$ cat config.mk
export PLATFORM = sky130hd
export DESIGN_NAME = rst_combo_monitor
export DESIGN_NICKNAME = d
export VERILOG_FILES = /design/src/rtl/rcm_pkg.sv /design/src/rtl/rcm_core_decode.sv /design/src/rtl/rcm_classify.sv /design/src/rtl/rst_combo_monitor.sv
export SDC_FILE = /design/constraint.sdc
export NUM_CORES = 1
export LEC_CHECK = 0
export BUFFER_PORTS_ARGS = -buffer_cell sky130_fd_sc_hd__buf_2
export CAP_MARGIN = 20
export CELL_PAD_IN_SITES_DETAIL_PLACEMENT = 1
export CELL_PAD_IN_SITES_GLOBAL_PLACEMENT = 2
export CORE_MARGIN = 5
export CORE_UTILIZATION = 26
export DETAILED_ROUTE_END_ITERATION = 10
export HOLD_SLACK_MARGIN = 0.05
export PLACE_DENSITY_LB_ADDON = 0.05
export SLEW_MARGIN = 20
export SYNTH_ARGS = -nofsm -noshare
export SYNTH_HDL_FRONTEND = slang
export SYNTH_SLANG_ARGS = --single-unit
$ cat constraint.sdc
create_clock -name clk -period 1.2 [get_ports clk]
set_clock_uncertainty 0.1 [all_clocks]
set_input_delay 0.06 -clock clk [delete_from_list [all_inputs] [get_ports clk]]
set_output_delay 0.06 -clock clk [all_outputs]
set_load 0.03 [all_outputs]
$ cat src/rtl/rcm_pkg.sv
package rcm_pkg;

    typedef enum logic [3:0] {
        CODE_RUN          = 4'd0,
        CODE_PWR_ALL      = 4'd1,
        CODE_PWR_SEL_DBUS = 4'd2,
        CODE_PWR_ALL_DBON = 4'd3,
        CODE_PWR_SEL      = 4'd4,
        CODE_SOFT_ALL     = 4'd5,
        CODE_SOFT_ALL_L2  = 4'd6,
        CODE_SOFT_SEL     = 4'd7,
        CODE_SIMD_SEL     = 4'd8,
        CODE_DBG_ALL      = 4'd9,
        CODE_DBG_SEL      = 4'd10,
        CODE_DBUS         = 4'd11,
        CODE_SIMD_DBUS    = 4'd12,
        CODE_SIMD_DBG     = 4'd13,
        CODE_UNCLASS      = 4'd15
    } combo_e;

    typedef enum logic [2:0] {
        K_IDLE,
        K_PWR,
        K_SOFT,
        K_SIMD,
        K_DBG,
        K_SIMD_DBG,
        K_BAD
    } core_kind_e;

endpackage

$ cat src/rtl/rcm_core_decode.sv
module rcm_core_decode
    import rcm_pkg::*;
(
    input  logic       por_n,
    input  logic       core_n,
    input  logic       simd_n,
    input  logic       dbgc_n,
    output core_kind_e kind,
    output logic       hold_core,
    output logic       hold_simd,
    output logic       hold_dbg
);

    always_comb begin
        hold_core = !por_n || !core_n;
        hold_simd = !por_n || !core_n || !simd_n;
        hold_dbg  = !por_n || !dbgc_n;

        if (!por_n) begin
            kind = K_PWR;
        end else if (!core_n) begin
            kind = dbgc_n ? K_SOFT : K_BAD;
        end else if (!simd_n && !dbgc_n) begin
            kind = K_SIMD_DBG;
        end else if (!simd_n) begin
            kind = K_SIMD;
        end else if (!dbgc_n) begin
            kind = K_DBG;
        end else begin
            kind = K_IDLE;
        end
    end

endmodule

$ cat src/rtl/rcm_classify.sv
module rcm_classify
    import rcm_pkg::*;
#(
    parameter int NUM_CORES = 4
) (
    input  core_kind_e kind [NUM_CORES],
    input  logic       dbus_n,
    input  logic       l2_n,
    output combo_e     code
);

    localparam logic [NUM_CORES-1:0] ALL_ONES = {NUM_CORES{1'b1}};

    logic [NUM_CORES-1:0] m_idle, m_pwr, m_soft, m_simd, m_dbg, m_sdbg;

    function automatic logic sel_only(input logic [NUM_CORES-1:0] m,
                                      input logic [NUM_CORES-1:0] idle);
        return (|m) && ((m | idle) == ALL_ONES);
    endfunction

    always_comb begin
        for (int i = 0; i < NUM_CORES; i++) begin
            m_idle[i] = (kind[i] == K_IDLE);
            m_pwr[i]  = (kind[i] == K_PWR);
            m_soft[i] = (kind[i] == K_SOFT);
            m_simd[i] = (kind[i] == K_SIMD);
            m_dbg[i]  = (kind[i] == K_DBG);
            m_sdbg[i] = (kind[i] == K_SIMD_DBG);
        end

        code = CODE_UNCLASS;
        if ((m_idle == ALL_ONES) && dbus_n && l2_n)
            code = CODE_RUN;
        else if ((m_pwr == ALL_ONES) && !dbus_n && !l2_n)
            code = CODE_PWR_ALL;
        else if (sel_only(m_pwr, m_idle) && !dbus_n && l2_n)
            code = CODE_PWR_SEL_DBUS;
        else if ((m_pwr == ALL_ONES) && dbus_n && !l2_n)
            code = CODE_PWR_ALL_DBON;
        else if (sel_only(m_pwr, m_idle) && dbus_n && l2_n)
            code = CODE_PWR_SEL;
        else if ((m_soft == ALL_ONES) && dbus_n && l2_n)
            code = CODE_SOFT_ALL;
        else if ((m_soft == ALL_ONES) && dbus_n && !l2_n)
            code = CODE_SOFT_ALL_L2;
        else if (sel_only(m_soft, m_idle) && dbus_n && l2_n)
            code = CODE_SOFT_SEL;
        else if (sel_only(m_simd, m_idle) && dbus_n && l2_n)
            code = CODE_SIMD_SEL;
        else if ((m_dbg == ALL_ONES) && !dbus_n && l2_n)
            code = CODE_DBG_ALL;
        else if (sel_only(m_dbg, m_idle) && dbus_n && l2_n)
            code = CODE_DBG_SEL;
        else if ((m_idle == ALL_ONES) && !dbus_n && l2_n)
            code = CODE_DBUS;
        else if (sel_only(m_simd, m_idle) && !dbus_n && l2_n)
            code = CODE_SIMD_DBUS;
        else if (sel_only(m_sdbg, m_idle) && dbus_n && l2_n)
            code = CODE_SIMD_DBG;
    end

endmodule

$ cat src/rtl/rst_combo_monitor.sv
module rst_combo_monitor
    import rcm_pkg::*;
#(
    parameter int NUM_CORES = 4
) (
    input  logic                 clk,
    input  logic                 rst_n,
    input  logic [NUM_CORES-1:0] por_n,
    input  logic [NUM_CORES-1:0] core_n,
    input  logic [NUM_CORES-1:0] simd_n,
    input  logic [NUM_CORES-1:0] dbgc_n,
    input  logic                 dbus_n,
    input  logic                 l2_n,
    input  logic [NUM_CORES-1:0] core_active,
    input  logic [NUM_CORES-1:0] core_debugged,
    input  logic                 err_clr,
    output logic [NUM_CORES-1:0] held_core,
    output logic [NUM_CORES-1:0] held_simd,
    output logic [NUM_CORES-1:0] held_dbg,
    output logic                 held_dbus,
    output logic                 held_l2,
    output logic [3:0]           combo_code,
    output logic                 err_flag
);

    typedef struct packed {
        logic [NUM_CORES-1:0] held_core;
        logic [NUM_CORES-1:0] held_simd;
        logic [NUM_CORES-1:0] held_dbg;
        logic                 held_dbus;
        logic                 held_l2;
        combo_e               code;
        logic                 err;
    } mon_state_t;

    mon_state_t s_d, s_q;

    core_kind_e           kind_c [NUM_CORES];
    logic [NUM_CORES-1:0] hc_c, hs_c, hd_c;
    combo_e               code_c;
    logic                 usage_err_c;
    logic                 err_src_c;

    for (genvar g = 0; g < NUM_CORES; g++) begin : g_core
        rcm_core_decode i_dec (
            .por_n     (por_n[g]),
            .core_n    (core_n[g]),
            .simd_n    (simd_n[g]),
            .dbgc_n    (dbgc_n[g]),
            .kind      (kind_c[g]),
            .hold_core (hc_c[g]),
            .hold_simd (hs_c[g]),
            .hold_dbg  (hd_c[g])
        );
    end

    rcm_classify #(.NUM_CORES(NUM_CORES)) i_cls (
        .kind   (kind_c),
        .dbus_n (dbus_n),
        .l2_n   (l2_n),
        .code   (code_c)
    );

    always_comb begin
        usage_err_c = (!l2_n && (|core_active)) || (!dbus_n && (|core_debugged));
        err_src_c   = (code_c == CODE_UNCLASS) || usage_err_c;

        s_d           = s_q;
        s_d.held_core = hc_c;
        s_d.held_simd = hs_c;
        s_d.held_dbg  = hd_c;
        s_d.held_dbus = !dbus_n;
        s_d.held_l2   = !l2_n;
        s_d.code      = code_c;
        if (err_src_c)
            s_d.err = 1'b1;
        else if (err_clr)
            s_d.err = 1'b0;
    end

    always_ff @(posedge clk or negedge rst_n) begin
        if (!rst_n) begin
            s_q <= '{default: '0, code: CODE_RUN};
        end else begin
            s_q <= s_d;
        end
    end

    assign held_core  = s_q.held_core;
    assign held_simd  = s_q.held_simd;
    assign held_dbg   = s_q.held_dbg;
    assign held_dbus  = s_q.held_dbus;
    assign held_l2    = s_q.held_l2;
    assign combo_code = s_q.code;
    assign err_flag   = s_q.err;


    run_mode_chk: assert property (@(posedge clk) disable iff (!rst_n)
        (&{por_n, core_n, simd_n, dbgc_n, dbus_n, l2_n}) |=>
        (combo_code == 4'd0 && held_core == '0 && held_simd == '0 &&
         held_dbg == '0 && !held_dbus && !held_l2));


    unclass_err_chk: assert property (@(posedge clk) disable iff (!rst_n)
        (code_c == CODE_UNCLASS) |=> (err_flag && combo_code == 4'd15));


    l2_usage_chk: assert property (@(posedge clk) disable iff (!rst_n)
        (!l2_n && (|core_active)) |=> err_flag);


    dbus_usage_chk: assert property (@(posedge clk) disable iff (!rst_n)
        (!dbus_n && (|core_debugged)) |=> err_flag);


    err_sticky_chk: assert property (@(posedge clk) disable iff (!rst_n)
        (err_flag && !err_clr) |=> err_flag);


    err_clear_chk: assert property (@(posedge clk) disable iff (!rst_n)
        (err_clr && !err_src_c) |=> !err_flag);


    por_hold_chk: assert property (@(posedge clk) disable iff (!rst_n)
        (por_n != {NUM_CORES{1'b1}}) |=>
        ((held_core & held_simd & held_dbg & ~$past(por_n)) == ~$past(por_n)));

endmodule

After elaboration in Yosys (flattened, before gate mapping)
Index checks and enable logic that the tools add are counted.

Flip-flop bits (word level): 19. Output and inout bits: 19. Word-level logic and storage cells: 164. Input port bits: 29.

Reductions and logical operators: 82. Bitwise gates (word level): 5. Equal/unequal tests: 30. Muxes and demuxes: 40.

Operators with widths (count): $mux W3 (24); $mux W4 (13); $eq A4 B4 Y1 const B (10); $logic_and A1 B1 Y1 (38); $reduce_or A4 Y1 (7); $eq A3 B2 Y1 const B (8); $eq A3 B3 Y1 const B (8); $or A4 B4 Y4 (5); $logic_not A1 Y1 (18); $logic_or A1 B1 Y1 (14); $eq A3 B1 Y1 const B (4); $logic_not A3 Y1 (4); $mux W1 (2); $mux W2 (1); $reduce_bool A2 Y1 (1).

Depth between registers and ports, before layout
Gate-level depths: netlist of the first run.

Depth in word-level cells: 28. Depth in mapped cells: 7. Mapped depth without buffers: 6.

By module
A second synthesis of the first run with hierarchy kept.

Cells, all modules: 138. Area, all modules: 1252.5 um2.

Modules (own cells, without submodules): rcm_classify (instances 1, cells each 80, area an instance 553.0 um2, sequential area each 0.0 um2); rst_combo_monitor (instances 1, cells each 26, area an instance 534.3 um2, sequential area each 475.5 um2); rcm_core_decode (instances 4, cells each 8, area an instance 41.3 um2, sequential area each 0.0 um2).

Worst setup path before layout of the first run
OpenSTA, ideal clock, no wires.

Kind: input -> register. From: input port core_n[1]. To: register s_q, in the netlist err_flag. Cell stages on the path: 7. Arrival: 1.701 ns. Setup time: 0.126 ns. Required time: 0.974 ns. Path buffers: 1. Path slack: -0.727 ns. Cell sequence: buf_4 -> nand4_2 -> or3_4 -> or3_4 -> a41o_1 -> and4_1 -> a221o_1.

Elaborated cells between the ends (all ways): 77. Those cells by class: eq/ne: 15; mux: 17; bitwise: 5; reduce/logical: 40.

RTL lines: start, declared (line rst_combo_monitor.sv:9) `input logic [NUM_CORES-1:0] core_n,`; $mux W3 * (line rcm_core_decode.sv:21) `end else if (!core_n) begin`; $mux W3 * (line rcm_core_decode.sv:19) `if (!por_n) begin`; $eq A3 B2 Y1 or $logic_not A3 Y1 (tied branches) (line rcm_classify.sv:26, rcm_classify.sv:23); $or A4 B4 Y4 (line rcm_classify.sv:18) `return (|m) && ((m | idle) == ALL_ONES);`; $eq A4 B4 Y1 (line rcm_classify.sv:18); $logic_and A1 B1 Y1 (line rcm_classify.sv:18); $logic_and A1 B1 Y1 (2 in a row) (line rcm_classify.sv:56) `else if (sel_only(m_simd, m_idle) && !dbus_n && l2_n)`; $mux W4 (line rcm_classify.sv:56); [8 not listed]; $mux W4 (line rcm_classify.sv:38) `else if ((m_pwr == ALL_ONES) && dbus_n && !l2_n)`; $mux W4 (line rcm_classify.sv:36) `else if (sel_only(m_pwr, m_idle) && !dbus_n && l2_n)`; $mux W4 (line rcm_classify.sv:34) `else if ((m_pwr == ALL_ONES) && !dbus_n && !l2_n)`; $mux W4 * (line rcm_classify.sv:32) `if ((m_idle == ALL_ONES) && dbus_n && l2_n)`; named net code_c[0] (line rst_combo_monitor.sv:40) `combo_e code_c;`; $eq A4 B4 Y1 * (line rst_combo_monitor.sv:66) `err_src_c = (code_c == CODE_UNCLASS) || usage_err_c;`; $logic_or A1 B1 Y1 * (line rst_combo_monitor.sv:66); $mux W1 or $reduce_bool A2 Y1 (tied branches); end signal, assigned (line rst_combo_monitor.sv:83) `s_q <= '{default: '0, code: CODE_RUN};`; end signal, assigned (line rst_combo_monitor.sv:85) `s_q <= s_d;`; end, declared (line rst_combo_monitor.sv:36) `mon_state_t s_d, s_q;`.

Mark *: on every way through the listed nets, which the timed path passes. The rest lies on a longest branch. A chain may end at the register's enable or synchronous reset.

Worst setup path in the final report of the first run
From: input port core_n[0]. To: register s_q, in the netlist err_flag.

Same word-level chain as after synthesis.

==> metrics.md, run 1 <==
| Metric | Value |
|---|---|
| Vias in the first global route | 1480 |
| EDFF count, synth | 0 |
| Share of layout cells above drive strength 1 | about 64% |
| Largest cells by area after synthesis | dfrtp_1 (44%), nand2_1 (4.5%), nand3_1 (3.7%), nor4_1 (3.5%), nor3_1 (2.8%) |
| DRC | 0 |
| Total grt overflow | 0 |
| Max Cap Violations | 0 |
| Clk pwr share | approximately a quarter |
| DR vias | 1360 |
| Setup TNS | -0.883 ns |
| Drt total wl | 4670 um |
| PwrDens | 750 nW/um^2 |
| Main combinational cell family by area after synthesis | simple AND/OR/NAND/NOR gates |
| Leakage power | 0.956 nW |
| Largest net degree at the start of global routing | 20 |
| XOR/XNOR Fraction of Synth Area | 1.62% |
| Slew @ Worst Pin | 0.385 ns |
| Synth async-reset ratio | 100% |
| Type of origin of the critical path | input pin |
| Setup Crit Path Kind | input pin to register |
| Unrepaired setup endpoints after global routing | true |
| # port buffers | 47 |
| Flop pwr share | 40.6% |
| Crit Path Max Fanout | 5 |
| Area growth syn-to-layout | 106% |
| Remaining antenna violation count | 0 |
| Most frequent cells in the layout | buf_4 (56), buf_2 (33), dfrtp_1 (19) |
| Clock Pin Slew Worst Setup and Hold Paths | around 0.060 ns |
| Top_reg_cell synth | dfrtp_1 |
| Status | finished, violations left |
| Vias per cell | 4.95 |
| Worst r2r src | err_flag$_DFFE_PN0P_ |
| Worst setup margin | -0.420 ns |
| Die area | 5560 sq um |
| Synth Area in Adders | 0% |
| CP endpoint | err_flag$_DFFE_PN0P_ |
| Compound-Gate Fraction of Synth Area | 19.7% |
| I/O Pins | 48 |
| Sw Ratio | 28.4% |
| Chip Height | 74.6 um |
| P_sw | about 0.47 mW |
| Clk sink count | 19 |
| Hpwl dp | between 3000 and 4000 um |
| Register area share after synthesis | 43.9% |
| CTS Buffer Depth | 2 |
| Layout Cells excl Fill | around 280 |
| Peak Freq | 0.617 GHz |
| CP required | 1.23 ns |
| Die Span X | 74.6 um |
| Drt first pass iters | 4 |
| Antenna diodes | 0 |
| Register bit count reported by yosys | 19 |
| Final Max Tran Viols | 0 |
| All-Layer GR Usage | 17.4% |
| Commonest non-fill, non-tap cell in the layout | buf_4 |
| Avg WL per Cell | 17.0 um |
| CTS buffer count | 3 |
| Pint | 1.20 mW |
| Global-route wire length before repair | 7370 um |
| Largest area contributor in the netlist | dfrtp_1 |
| CTS tree | yes |
| Final Net Count | 255 |
| Synth top area share | 43.9% |
| Synthesized cell area | 1080 sq um |
| CP Data Arrival Time | 1.65 ns |
| Worst reg-to-reg path cell count | 1 |
| Iteration-0 DRC Markers | 34 |
| Max incr delay on CP | 0.30 ns |
| CP startpoint | core_n[0] |
| Core area | 4030 sq um |
| Synth unique cells | 40 |
| Tightest Hold Check Type | input pin to register |
| Initial antenna violation count | 0 |
| Pwr Total | 1.67 mW |
| Slew HR | between 70% and 80% |
| Syn Inst Count | 112 |
| Comb power frac | 34.7% |
| Worst-Skew Late Latency | 0.25 ns |
| RR Endpoint | err_flag$_DFFE_PN0P_ |
| Mux cell area share after synthesis | 0% |
| Mapped Nets | 141 |
| RePlAce Congestion | 0.791 |
| Ys Warns | 0 |
| Reg2Reg Setup Slack | 0.27 ns |
| Final instance area | 2230 sq um |
| Mean Syn Cell Area | 9.67 sq um |
| Area after DPL | 1760 sq um |
| Initial core utilization | between 20% and 30% |
| CTS HTree Levels | 1 |
| Crit-path cells | buf_2, nand4_1, a41o_2, or2b_2, a41o_1, and4_1, a221o_1 |
| Failing checks | setup timing |
| Placed insts | around 260 |
| Simple-gate share of the synthesized area | between 20% and 30% |
| Rows | 23 |
| Tmin final | 1.62 ns |
| CP Capture Type | register |
| CTS root buf | clkbuf_8 |
| VDD IR max | between 0.3 and 0.4 mV |
| Final hold vios | 0 |
| CP max stage cell | or2b_2 |
| Tcrit/Tclk final | 135% |
| Final setup violation count | 4 |
==> flip-flops by register name (all words and copies together) (netlist names) <==
name,flops
combo_code,4
held_dbg,4
held_dbus,1
err_flag,1
held_l2,1
held_core,4
held_simd,4
==> per-stage QoR <==
| stage | utilization (%) | worst slack, ns | hold WS (ns) |
|---|---|---|---|
| floorplan | - | -0.579 | -0.336 |
| global placement | 43.8 | -0.758 | -0.102 |
| detailed placement | 43.8 | -0.820 | -0.0951 |
| CTS | 51.4 | -0.396 | 0.0599 |
| global route | 55.4 | -0.444 | 0.0552 |
| finish | 55.4 | -0.420 | 0.0611 |
==> how the worst min path moves through the flow <==
stage,from,to,slack (ns),cells after the start
finish,simd_n[3],held_simd[3]$_DFF_PN0_,0.06,3
CTS,por_n[3],held_dbg[3]$_DFF_PN0_,0.06,3
detailed placement,rst_n,held_simd[1]$_DFF_PN0_,-0.1,1
global route,simd_n[3],held_simd[3]$_DFF_PN0_,0.06,3
global placement,rst_n,held_simd[2]$_DFF_PN0_,-0.10,1
floorplan,rst_n,combo_code[0]$_DFF_PN0_,-0.34,0
==> cell families after synthesis <==
kind of cell | count (synthesis)
AOI/OAI and AO/OA | 26
xor gates and xnor gates | 2
buffers and inverters | 9
DFF | 19
and+or+nand+nor | 56
==> cell usage after synthesis (2+ instances only) <==
cell and count:
nor4_1 6, or3_4 2, nor2b_1 2, nor2_1 4, nand2b_1 2, or2_2 2, xor2_1 2, a21oi_1 2
o21ai_0 5, a41o_2 2, dfrtp_1 19, or4_1 2, inv_1 4, and3_1 2, nand4_1 2, o2111a_1 2
o22ai_1 2, nand2_1 13, buf_4 4, nand3_1 8, nor3_1 6
==> worst max-delay path: cells and delay by family <==
| family | cells | cell delay [ns] |
|---|---|---|
| simple gates | 3 | 0.62 |
| compound gates | 3 | 0.81 |
| buf+inv | 1 | 0.15 |
==> area by class of cell <==
type	instances	area (sq um)
Sequential cell	19	475
Inverter	4	15.0
Clock buffer	4	45.0
Multi-Input combinational cell	84	716
Fill cell	478	1800
Timing Repair Buffer	114	917
Tap cell	50	62.6
==> metal layers <==
| metal | GRT usage (%) | share of wire (%) |
|---|---|---|
| met5 | 0 | 0 |
| met4 | 5.53 | 0.73 |
| met3 | 2.16 | 5.2 |
| met2 | 31.7 | 53 |
| met1 | 21.0 | 41 |
==> power groups by stage <==
stage | Clock [mW] | Sequential, mW | Combinational [mW]
after detailed placement | 0 | 0.692 | 0.447
after CTS | 0.430 | 0.680 | 0.524
after global routing | 0.463 | 0.682 | 0.620
after floorplan | 0 | 0.757 | 0.113
final | 0.412 | 0.679 | 0.580
after global placement | 0 | 0.689 | 0.436
==> timing repair <==
item	in CTS	in global routing
endpoints found under the hold margin	26	0
setup endpoints to repair	5	4
gates resized for setup	50	27
hold buffers	8	0
pin swaps	11	7
cloned	0	0
buffers inserted	3	4
(Power assumes the default switching activity.)
==> run 2: changes to the inputs <==
--- a/config.mk
+++ b/config.mk
@@ -18,3 +18,4 @@
 export SYNTH_ARGS = -nofsm -noshare
 export SYNTH_HDL_FRONTEND = slang
 export SYNTH_SLANG_ARGS = --single-unit
+export TNS_END_PERCENT = 30
==> run 2 against run 1 <==
Compared with the run above:
- the flow still finishes with violations (setup timing)
- worst setup slack worse by 0.055 ns
- maximum frequency is 3.3% lower
- count of clock-buffer cells in the layout stayed put
- critical endpoint unchanged
- final cell count is 5.5% lower
- utilization is 7.4 points lower
- cell area is 13% lower
- clock power hardly changed
- combinational power is 16% lower
- largest power group unchanged
- via count is 5.3% lower
- global-route usage is 1.6 points lower
- die area stayed put
- flip-flop and latch count stayed put
==> metrics.md, run 2 (synthesis gave the netlist of run 1 again) <==
| Metric | Value |
|---|---|
| Final setup violation count | 5 |
| Slew HR | 73.2% |
| Tmin final | 1.67 ns |
| Highest Signal Layer | met4 |
| Hold Slack | 0.0601 ns |
| DR WL met2 | 2180 um |
| Largest net degree at the start of global routing | 20 |
| CTS HTree Levels | 1 |
| I/O Pins | 48 |
| Area growth syn-to-layout | 78.4% |
| Remaining antenna violation count | 0 |
| CTS Buffer Depth | 2 |
| Commonest non-fill, non-tap cell in the layout | buf_4 |
| Area occupied by multi-input gates | 639 sq um |
| RePlAce Congestion | 0.819 |
| VDD IR max | 0.256 mV |
| Vias in the first global route | 1314 |
| Chip Height | 74.6 um |
| Unrepaired setup endpoints after global routing | true |
| # port buffers | 47 |
| Die Span X | about 75 um |
| Antenna diodes | 0 |
| Rows | 23 |
| Worst setup margin | -0.475 ns |
| CP Capture Type | register |
| Die area | 5560 sq um |
| Status | finished, violations left |
| Clk sink count | 19 |
| CTS buffer count | 3 |
| Type of origin of the critical path | input pin |
| Total grt overflow | 0 |
| Max Cap Violations | 0 |
| Setup Crit Path Kind | input pin to register |
| Met1 WL | 1880 um |
| CTS root buf | clkbuf_8 |
| WL met3 | 228 um |
| Core area | 4030 sq um |
| CTS tree | yes |
| Initial antenna violation count | 0 |
| PwrDens | 816 nW/um^2 |
| Leakage power | 0.830 nW |
| Crit Path Max Fanout | 5 |
| Worst-Skew Late Latency | 0.24 ns |
| Most frequent cells in the layout | buf_4 (50), buf_2 (38), dfrtp_1 (19) |
| Setup TNS | -1.14 ns |
| Slew @ Worst Pin | 0.392 ns |
| Hpwl dp | 3560 um |
| Tightest Hold Check Type | input pin to register |
| CP required | 1.23 ns |
| CP Data Arrival Time | 1.70 ns |
| All-Layer GR Usage | about 16% |
| Final hold vios | 0 |
| Seq. cell area | 475 sq um |
| FILL cells | 496 |
| Final Net Count | 240 |
| Peak Freq | 0.597 GHz |
| Iteration-0 DRC Markers | 27 |
| DR vias | around 1300 |
| Avg WL per Cell | 16.7 um |
| Tcrit/Tclk final | 140% |
| Clock Pin Slew Worst Setup and Hold Paths | 0.06 ns |
| DRC | 0 |
| Failing checks | setup timing |
| Drt total wl | about 4300 um |
| Global-route wire length before repair | approximately 6700 um |
| Initial core utilization | 26.9% |
| Share of layout cells above drive strength 1 | 58.6% |
| Final Max Tran Viols | 0 |
| Vias per cell | ~5.0 |
| Drt first pass iters | 4 |
==> run 2: cell types whose count changed in the layout (fill, tap and decap cells not counted), sizes merged <==
cell	previous run	this run
buf	106	94
dlygate4sd3	8	5
==> run 2: worst max-delay path, cell delays in order <==
cell,delay [ns]
buf_4,0.12
nand2_2,0.06
or3_4,0.40
or3_4,0.34
a41o_1,0.23
and4_1,0.19
a221o_1,0.30
==> run 2: final timing paths <==
check / start / endpoint / slack [ns] / cells past startpoint
max: core_n[3] / err_flag$_DFFE_PN0P_ / -0.47 / 7
min: simd_n[2] / held_simd[2]$_DFF_PN0_ / 0.06 / 3
max reg2reg: err_flag$_DFFE_PN0P_ / err_flag$_DFFE_PN0P_ / 0.24 / 1
min reg2reg: err_flag$_DFFE_PN0P_ / err_flag$_DFFE_PN0P_ / 0.45 / 1
max in group asynchronous: rst_n / held_dbg[3]$_DFF_PN0_ / 0.54 / 2
min in group asynchronous: rst_n / held_dbg[1]$_DFF_PN0_ / 0.17 / 2
==> run 2: where the power goes <==
group,internal (mW),switching [mW]
clock,0.235,0.175
sequential,0.671,0.00724
combinational,0.226,0.263
total,1.13,0.445
==> run 2: metal layers <==
metal	vias up	GRT usage (%)
met3	5	1.35
met5	-	0
met4	0	2.96
met2	36	27.5
li1	627	-
met1	620	21.6
==> run 2: timing repair <==
item | CTS | global route
hold buffers | 5 | 0
endpoints found under the setup margin | 5 | 5
pin swaps | 5 | 4
gates resized for setup | 24 | 10
buffers inserted | 0 | 2
hold endpoints to repair | 21 | 0
==> run 2: area by class of cell <==
| class | instances | share of cell area, % |
|---|---|---|
| clock buffer | 4 | 2.33 |
| multi-input combinational | 84 | 33.1 |
| timing repair buffer | 99 | 36.0 |
| inverter | 4 | 0.777 |
| tap | 50 | 3.24 |
| sequential | 19 | 24.6 |
==> run 2: stage by stage <==
step / instances / cell area (sq um) / setup WS (ns) / total power [mW] / util (%)
5_1_grt: 260 / 1930 / -0.527 / 1.65 / 48.0
2_1_floorplan: 112 / 1110 / -0.579 / 0.868 / -
3_3_place_gp: 249 / 1700 / -0.748 / 1.11 / 42.1
4_1_cts: 258 / 1860 / -0.452 / 1.56 / 46.3
6_report: 260 / 1930 / -0.475 / 1.58 / 48.0
3_5_place_dp: 249 / 1700 / -0.809 / 1.12 / 42.1
==> run 3: changes to the inputs <==
--- a/config.mk
+++ b/config.mk
@@ -10,12 +10,13 @@
 export CELL_PAD_IN_SITES_DETAIL_PLACEMENT = 1
 export CELL_PAD_IN_SITES_GLOBAL_PLACEMENT = 2
 export CORE_MARGIN = 5
-export CORE_UTILIZATION = 26
+export CORE_UTILIZATION = 27
 export DETAILED_ROUTE_END_ITERATION = 10
 export HOLD_SLACK_MARGIN = 0.05
 export PLACE_DENSITY_LB_ADDON = 0.05
 export SLEW_MARGIN = 20
 export SYNTH_ARGS = -nofsm -noshare
 export SYNTH_HDL_FRONTEND = slang
+export SYNTH_HIERARCHICAL = 1
 export SYNTH_SLANG_ARGS = --single-unit
 export TNS_END_PERCENT = 30
==> run 3 against run 2 <==
Compared with the run above:
- the flow still finishes with violations (setup timing)
- flip-flop and latch count stayed put
- utilization up 4.6 points
- critical path depth rose by 3
- synthesized area increased by 16%
- synthesized cell count up 23%
- combinational power increased by 45%
- wire length up 11%
- largest power group is now combinational logic
- highest routed layer unchanged
==> metrics.md, run 3 <==
| Metric | Value |
|---|---|
| Status | finished, violations left |
| Failing checks | setup timing |
| Final hold vios | 0 |
| CTS buffer count | 3 |
| Register bit count reported by yosys | 19 |
| Slew @ Worst Pin | around 0.44 ns |
| Leakage power | 1.01 nW |
| Seq. cell area | between 400 and 500 sq um |
| CP max stage cell | or4_4 |
| Global-route wire length before repair | 8210 um |
| Crit Path Max Fanout | 7 |
| Worst Hold Depth | 2 |
| Setup Crit Path Kind | input pin to register |
| Hpwl dp | 3440 um |
| Top-count cell post-synth | dfrtp_1 |
| Slew HR | 70.4% |
| Area occupied by multi-input gates | 805 sq um |
| Largest net degree at the start of global routing | 20 |
| Total grt overflow | 0 |
| Clk pwr share | 24.5% |
| # port buffers | 47 |
| Vias per cell | around 4.9 |
| Synth async-reset ratio | 100% |
| RePlAce Congestion | 0.928 |
| Final Max Tran Viols | 0 |
| DR vias | between 1000 and 1500 |
| Worst-Skew Late Latency | around 0.25 ns |
| Unrepaired setup endpoints after global routing | true |
| Die area | 6100 sq um |
| Core area | 4410 sq um |
| Synthesized cell area | roughly 1300 sq um |
| DRC | 0 |
| CP Data Arrival Time | 1.77 ns |
| Largest cells by area after synthesis | dfrtp_1 (38%), nor3b_1 (3.6%), nand2_1 (3.3%), inv_1 (3.0%), xnor2_1 (2.8%) |
| Setup TNS | -1.87 ns |
| Rows | 24 |
| CP Capture Type | register |
| Hold Slack | 0.0278 ns |
| FILL cells | 546 |
| Most frequent cells in the layout | buf_2 (43), buf_4 (40), dlygate4sd3_1 (27) |
| CTS HTree Levels | 1 |
| Layout Cells excl Fill | 303 |
| Iteration-0 DRC Markers | 49 |
| PwrDens | 787 nW/um^2 |
| CTS root buf | clkbuf_8 |
| Syn Inst Count | 138 |
| Initial core utilization | 28.4% |
| Chip Height | 78.1 um |
| Antenna diodes | 0 |
| Type of origin of the critical path | input pin |
| Worst setup margin | -0.555 ns |
| Drt first pass iters | 4 |
| Synth top area share | 38.0% |
| Top_reg_cell synth | dfrtp_1 |
| Avg WL per Cell | 15.8 um |
| Clock Pin Slew Worst Setup and Hold Paths | roughly 0.070 ns |
| Vias in the first global route | 1612 |
| Initial antenna violation count | 0 |
| Commonest non-fill, non-tap cell in the layout | buf_2 |
| Flop pwr share | 36.8% |
| Final Net Count | ~280 |
| Area growth syn-to-layout | 85.4% |
| Placed insts | 264 |
| Clk sink count | 19 |
| Max Cap Violations | 0 |
| Share of layout cells above drive strength 1 | 49.4% |
| Post-synth top cells | dfrtp_1 (19), nand2_1 (11), inv_1 (10) |
| P_sw | 0.573 mW |
| Pint | roughly 1.3 mW |
| Hold buffer count at cts | 27 |
| Largest area contributor in the netlist | dfrtp_1 |
| Peak Freq | 0.570 GHz |
| Mapped Nets | between 150 and 200 |
| Max incr delay on CP | 0.57 ns |
| CP required | around 1.2 ns |
| I/O Pins | 48 |
| All-Layer GR Usage | between 15 and 20% |
| Synth unique cells | between 40 and 50 |
| Final setup violation count | 5 |
| Remaining antenna violation count | 0 |
| Tcrit/Tclk final | 146% |
| Tmin final | 1.76 ns |
| Sw Ratio | a little under a third |
| Crit-path cells | buf_2, a21boi_2, buf_6, or4_4, nor2_4, o21ai_1, o221ai_1, a21oi_1, nand4_1, o2111ai_1 |
| Ys Warns | 6 |
| Comb power frac | 38.7% |
| Die Span X | 78.1 um |
| Worst reg-to-reg path cell count | 2 |
| CTS Buffer Depth | 2 |
| EDFF count, synth | 0 |
| VDD IR max | 0.333 mV |
| Drt total wl | 4800 um |
| CTS tree | yes |
| Mean Syn Cell Area | 9.08 sq um |
| Register area share after synthesis | 38.0% |
| Tightest Hold Check Type | input pin to register |
-- run 3: metal layers --
metal  GRT usage [%]  vias up  share of wire [%]  routed length, um
met5               0        -                  0                  0
met4            4.05        0               0.40                 19
met1            21.3      715                 46               2190
met3            1.49        2                4.0                194
li1                -      732                  -                  -
met2            28.6       31                 50               2400
-- run 3: cell families (layout without fill, tap and decap cells) --
family | after synthesis | in the layout | synth area share [%]
simple gates | 58 | 58 | 27.2
compound gates | 32 | 32 | 20.2
buf+inv | 21 | 134 | 9.09
flops | 19 | 19 | 38.0
xor+xnor | 8 | 8 | 5.59
-- run 3: path summary, 6_finish.rpt --
check,start,end,slack (ns)
worst min-delay path,l2_n,combo_code[3]$_DFF_PN0_,0.03
min in group asynchronous,rst_n,held_dbg[3]$_DFF_PN0_,0.19
max in group asynchronous,rst_n,combo_code[3]$_DFF_PN0_,0.50
worst min register to register,err_flag$_DFFE_PN0P_,err_flag$_DFFE_PN0P_,0.47
worst max-delay path,por_n[3],err_flag$_DFFE_PN0P_,-0.56
worst max register to register,err_flag$_DFFE_PN0P_,err_flag$_DFFE_PN0P_,0.44
-- run 3: cell type report --
type	count	share of cell area [%]
multi-input cells	98	34.6
inverters	11	1.78
clock buffers	3	1.78
repair buffers	119	38.3
well taps	52	2.80
clock inverters	1	0.216
flip-flops and latches	19	20.5
-- run 3: power by group through the flow --
stage / clock, mW / sequential, mW / combinational (mW)
floorplan: 0 / 0.744 / 0.230
global placement: 0 / 0.684 / 0.535
detailed placement: 0 / 0.685 / 0.537
CTS: 0.464 / 0.673 / 0.678
global route: 0.495 / 0.675 / 0.766
finish: 0.447 / 0.672 / 0.707
-- run 3: stage by stage --
stage | area (sq um) | total power, mW | setup slack [ns] | utilization (%)
global placement | 1790 | 1.22 | -1.15 | 40.5
detailed placement | 1790 | 1.22 | -1.05 | 40.5
CTS | 2270 | 1.81 | -0.568 | 51.5
global route | 2320 | 1.94 | -0.684 | 52.6
finish | 2320 | 1.83 | -0.555 | 52.6
floorplan | 1270 | 0.974 | -0.602 | -
-- run 3: what timing repair did --
item / CTS / global route
setup endpoints to repair: 5 / 5
setup buffers: 5 / 3
resized for setup: 32 / 4
pin swaps: 7 / 4
hold endpoints to repair: 34 / 1
-- run 3: worst max-delay path, delay by kind of cell --
family                 cells  cell delay (ns)
AOI/OAI and AO/OA          5             0.65
buffers and inverters      2             0.24
and+or+nand+nor            3             0.81
